$ cat src/rtl/bvr_pkg.sv
package bvr_pkg;

  typedef enum logic [1:0] {
    SRC_NONE = 2'd0,
    SRC_ROM  = 2'd1,
    SRC_PC   = 2'd2,
    SRC_PSW  = 2'd3
  } bvr_src_e;

  // Boot ROM contents: index in the high byte, its complement low, scrambled.
  function automatic logic [15:0] rom_word(input logic [7:0] idx);
    return {idx, ~idx} ^ 16'hA55A;
  endfunction

  // Start address: base with the line offset placed over bits 8..1.
  function automatic logic [15:0] start_word(input logic [15:0] base,
                                             input logic [7:0]  off);
    return base | {7'd0, off, 1'b0};
  endfunction

endpackage

$ cat src/rtl/bvr_decode.sv
module bvr_decode #(
  parameter int ADDR_W  = 18,
  parameter int TAG_W   = ADDR_W - 9,
  parameter logic [TAG_W-1:0] WIN_TAG = 9'o773,
  parameter logic [5:0] PC_SLOT  = 6'o12,
  parameter logic [5:0] PSW_SLOT = 6'o13
) (
  input  logic [ADDR_W-1:1] addr,
  input  logic              rd,
  input  logic              wr,
  input  logic              blind,
  input  logic              ext_en,
  output logic              access,
  output logic              pc_hit,
  output logic              psw_hit,
  output logic              alt_slot,
  output logic [7:0]        word_idx
);
  logic win_hit;
  logic upper;
  logic low_zone;

  assign win_hit  = (addr[ADDR_W-1:9] == WIN_TAG);
  assign upper    = addr[8];
  assign low_zone = !upper;
  assign word_idx = addr[8:1];
  assign alt_slot = addr[7];

  assign access  = rd && !wr && !blind && win_hit && (low_zone || ext_en);
  assign pc_hit  = access && low_zone && (addr[6:1] == PC_SLOT);
  assign psw_hit = access && low_zone && (addr[6:1] == PSW_SLOT);
endmodule

$ cat src/rtl/bvr_linesel.sv
module bvr_linesel #(
  parameter int LINES = 4,
  parameter int OFF_W = 8
) (
  input  logic [LINES-1:0]       sel,
  input  logic [LINES*OFF_W-1:0] offsets,
  input  logic                   alt_slot,
  output logic [OFF_W-1:0]       off,
  output logic                   any_line
);
  logic [OFF_W-1:0] off_arr [LINES];

  genvar g;
  generate
    for (g = 0; g < LINES; g++) begin : g_unpack
      assign off_arr[g] = offsets[g*OFF_W +: OFF_W];
    end
  endgenerate

  assign any_line = |sel;

  always_comb begin
    off = '0;
    // Walk downward so the lowest-numbered set line is applied last.
    for (int i = LINES - 1; i >= 0; i--) begin
      if (sel[i]) off = off_arr[i];
    end
    if (!any_line && alt_slot) off = off_arr[0];
  end
endmodule

$ cat src/rtl/bvr_rom.sv
module bvr_rom #(
  parameter int IDX_W = 8
) (
  input  logic [IDX_W-1:0] idx,
  output logic [15:0]      word
);
  import bvr_pkg::*;
  assign word = rom_word(idx);
endmodule

$ cat src/rtl/boot_vector_rom.sv
module boot_vector_rom #(
  parameter int ADDR_W = 18,
  parameter int LINES  = 4,
  parameter int OFF_W  = 8,
  parameter logic [15:0] PC_BASE = 16'o173000,
  parameter logic [15:0] PSW_VAL = 16'o000340
) (
  input  logic                   clk,
  input  logic                   rst_n,
  input  logic [ADDR_W-1:0]      bus_addr,
  input  logic                   bus_rd,
  input  logic                   bus_wr,
  input  logic [LINES-1:0]       start_sel,
  input  logic                   blind,
  input  logic [LINES*OFF_W-1:0] line_offset,
  input  logic                   ext_rom_en,
  output logic [15:0]            rsp_data,
  output logic                   rsp_ack
);
  import bvr_pkg::*;

  localparam int IDX_W = 8;

  logic             access;
  logic             pc_hit;
  logic             psw_hit;
  logic             alt_slot;
  logic [IDX_W-1:0] word_idx;
  logic [OFF_W-1:0] sel_off;
  logic             any_line;
  logic [15:0]      rom_q;
  logic [15:0]      pc_word;
  logic [15:0]      data_nxt;
  bvr_src_e         src;
  logic             unused_byte_bit;

  assign unused_byte_bit = bus_addr[0];

  bvr_decode #(.ADDR_W(ADDR_W)) u_dec (
    .addr     (bus_addr[ADDR_W-1:1]),
    .rd       (bus_rd),
    .wr       (bus_wr),
    .blind    (blind),
    .ext_en   (ext_rom_en),
    .access   (access),
    .pc_hit   (pc_hit),
    .psw_hit  (psw_hit),
    .alt_slot (alt_slot),
    .word_idx (word_idx)
  );

  bvr_linesel #(.LINES(LINES), .OFF_W(OFF_W)) u_sel (
    .sel      (start_sel),
    .offsets  (line_offset),
    .alt_slot (alt_slot),
    .off      (sel_off),
    .any_line (any_line)
  );

  bvr_rom #(.IDX_W(IDX_W)) u_rom (
    .idx  (word_idx),
    .word (rom_q)
  );

  assign pc_word = start_word(PC_BASE, sel_off);

  always_comb begin
    if (!access)      src = SRC_NONE;
    else if (pc_hit)  src = SRC_PC;
    else if (psw_hit) src = SRC_PSW;
    else              src = SRC_ROM;
  end

  always_comb begin
    unique case (src)
      SRC_ROM: data_nxt = rom_q;
      SRC_PC:  data_nxt = pc_word;
      SRC_PSW: data_nxt = PSW_VAL;
      default: data_nxt = '0;
    endcase
  end

  always_ff @(posedge clk) begin
    if (!rst_n) begin
      rsp_ack  <= 1'b0;
      rsp_data <= '0;
    end else begin
      rsp_ack  <= access;
      rsp_data <= data_nxt;
    end
  end
endmodule

$ cat config.mk
export PLATFORM = sky130hd
export DESIGN_NAME = boot_vector_rom
export DESIGN_NICKNAME = d
export VERILOG_FILES = /design/src/rtl/bvr_pkg.sv /design/src/rtl/bvr_decode.sv /design/src/rtl/bvr_linesel.sv /design/src/rtl/bvr_rom.sv /design/src/rtl/boot_vector_rom.sv
export SDC_FILE = /design/constraint.sdc
export NUM_CORES = 1
export LEC_CHECK = 0
export ABC_AREA = 1
export BUFFER_PORTS_ARGS = -buffer_cell sky130_fd_sc_hd__clkbuf_2
export CAP_MARGIN = 20
export CORE_UTILIZATION = 39
export CTS_BUF_LIST = sky130_fd_sc_hd__clkbuf_8 sky130_fd_sc_hd__clkbuf_16
export CTS_CLUSTER_SIZE = 30
export DETAILED_ROUTE_END_ITERATION = 10
export MAX_ROUTING_LAYER = met4
export PLACE_DENSITY = 0.74
export SYNTH_ARGS = -nofsm -noshare
export SYNTH_HDL_FRONTEND = slang
export SYNTH_HIERARCHICAL = 1
export SYNTH_SLANG_ARGS = --single-unit
$ cat constraint.sdc
create_clock -name clk -period 1.3 [get_ports clk]
set_input_delay 0.13 -clock clk [delete_from_list [all_inputs] [get_ports clk]]
set_output_delay 0.13 -clock clk [all_outputs]
set_load 0.1 [all_outputs]
==> results.md <==
- Status: finished, final reports clean
- Final hold slack: 0.113 ns
- CTS Buf Count: 3
- First DRT Iteration DRCs: 26
- DRC violations left: 0
- Critical Path Slowest Stage Cell: clkbuf_2
- Startpoint types: register
- Routed length per instance: 9.71 um
- Antenna Cells: 0
- Area Growth Syn to Fin: 24.6%
- YS warnings: 6
- CP Capture Type: primary output
- Slew Limit Fails: 0
- Met3 usage: 0.0368
- Non-filler instance count after layout: between 300 and 400
- RD Place Congestion: 0.827
- H-Tree Depth: 1
- Final period util: 0.893
- Layout Utilization: 0.527
- Initial Utilization: 0.423
- Met2 GRT Util: 0.303
- Fill count: 348
- Dpl cell area: 1600 sq um
- Fmax achieved: 0.861 GHz
- Leakage: 0.908 nW
- Crit Path Max Fanout: 1
- Port Buffer Count: between 70 and 80
- DRT antenna net count: 0
- Largest net degree at the start of global routing: 18
- Cts hold-fix bufs: 0
- Design area: 1650 sq um
- Mapped cell area: around 1300 sq um
- Clock Tree Buf Depth: 2
- Vias in the first global route: 1215
- Global routing's busiest layer: met2
- Worst path top cell family by delay: buffers and inverters
- Worst-Margin Slew: about 0.54 ns
- Syn Area/Cell: between 6 and 7 sq um
- Crit Path Class: reg2out
- Core area: 3130 sq um
- Aggregate global-route resource usage: 0.183
- Die height: around 60 um
- Cell count after synthesis: slightly below 200
- Crit path buffers/inverters: 1
- Hold depth: 3
- Rel. slew slack: 0.641
- RSZ-0062 raised after global routing: false
- Hpwl dp: 2400 um
- CP Data Required Time: 1.17 ns
- Total Wirelength: 2920 um
- GR met1 Demand/Resource: 0.209
- Vias: 1373
- Placed insts: 297
- Ratio of cells with drive above 1 in the final layout: 0.412
- Clk root buf: clkbuf_8
- Data arrival, critical path: 1.03 ns
- # IOs: just under 80
- Vias/cell: 4.56
- Initial antenna violation count: 0
- Critical path cell sequence: clkbuf_2
- Max Cap Violations: 0
- Pwr dens: 702 nW/um^2
- Post-CTS sizing: 0
- CTS tree: done
- Worst VDD drop: around 0.29 mV
- Count of final hold-check violations: 0
- Clk slew on worst S/H paths: ~0.070 ns
- First-pass GRT wire length: about 4800 um
- Cell depth of the worst setup path: 1
- Hold crit path type: in2reg
- Mapped Nets: 258
- Post-CTS setup buffer count: 0
- First-pass iteration count of the detailed router: 4
- Total die area: 3630 sq um
- Slowest stage delay, CP: 0.45 ns
- Nets: 318
- Clock sink total: 17
- Setup violators final: 0
- Gr ovfl total: 0
- Post-route minimum period: around 1.2 ns
- Rows: 20
- Die width: 60.2 um
==> placed cells by master, fill, tap and decap left out, types with 2 or more instances in the layout <==
master     n
nand4_1   11
clkbuf_2  69
nand3_1   16
nor2_4     2
buf_4     15
dfxtp_1   17
nand2_4    2
inv_1     24
a21oi_2    2
o21ai_0    3
inv_2      2
a21oi_1   20
clkbuf_8   3
nor2_2     5
nor2_1     7
nand3_2    2
nand2_1   52
==> metrics by stage <==
stage | setup TNS (ns) | power, mW | worst slack (ns)
5_1_grt | 0 | 1.22 | 0.102
3_3_place_gp | 0 | 0.761 | 0.00433
6_report | 0 | 1.16 | 0.139
3_5_place_dp | -0.0555 | 0.766 | -0.0303
4_1_cts | 0 | 1.17 | 0.131
2_1_floorplan | 0 | 0.706 | 0.111
==> final timing paths <==
kind / start / end / slack, ns
setup / recovery: rsp_data[11] / rsp_data[11] / 0.14
hold / removal: rst_n / rsp_ack / 0.11
==> report_power, final <==
part / switching, mW / internal, mW / total, mW
combinational: 0.120 / 0.114 / 0.234
clock: 0.188 / 0.213 / 0.401
sequential: 0.0000108 / 0.521 / 0.521
==> per-layer routing <==
| metal | vias to the layer above | share of wire |
|---|---|---|
| met4 | 0 | 0.024 |
| met5 | - | 0 |
| met1 | 599 | 0.44 |
| li1 | 725 | - |
| met3 | 7 | 0.049 |
| met2 | 42 | 0.49 |
==> area by class of cell <==
cell class,count,area [sq um],area share
clock buffers,3,41.3,0.0251
clock inverters,1,5.00,0.00304
inverters,28,121,0.0737
multi-input cells,124,627,0.380
flip-flops and latches,17,340,0.207
well taps,44,55.1,0.0334
repair buffers,84,458,0.278
==> state kept, by name (all words and copies together), names as in the netlist <==
signal	cells
rsp_data	16
rsp_ack	1
Power figures use the tool's default switching activity.
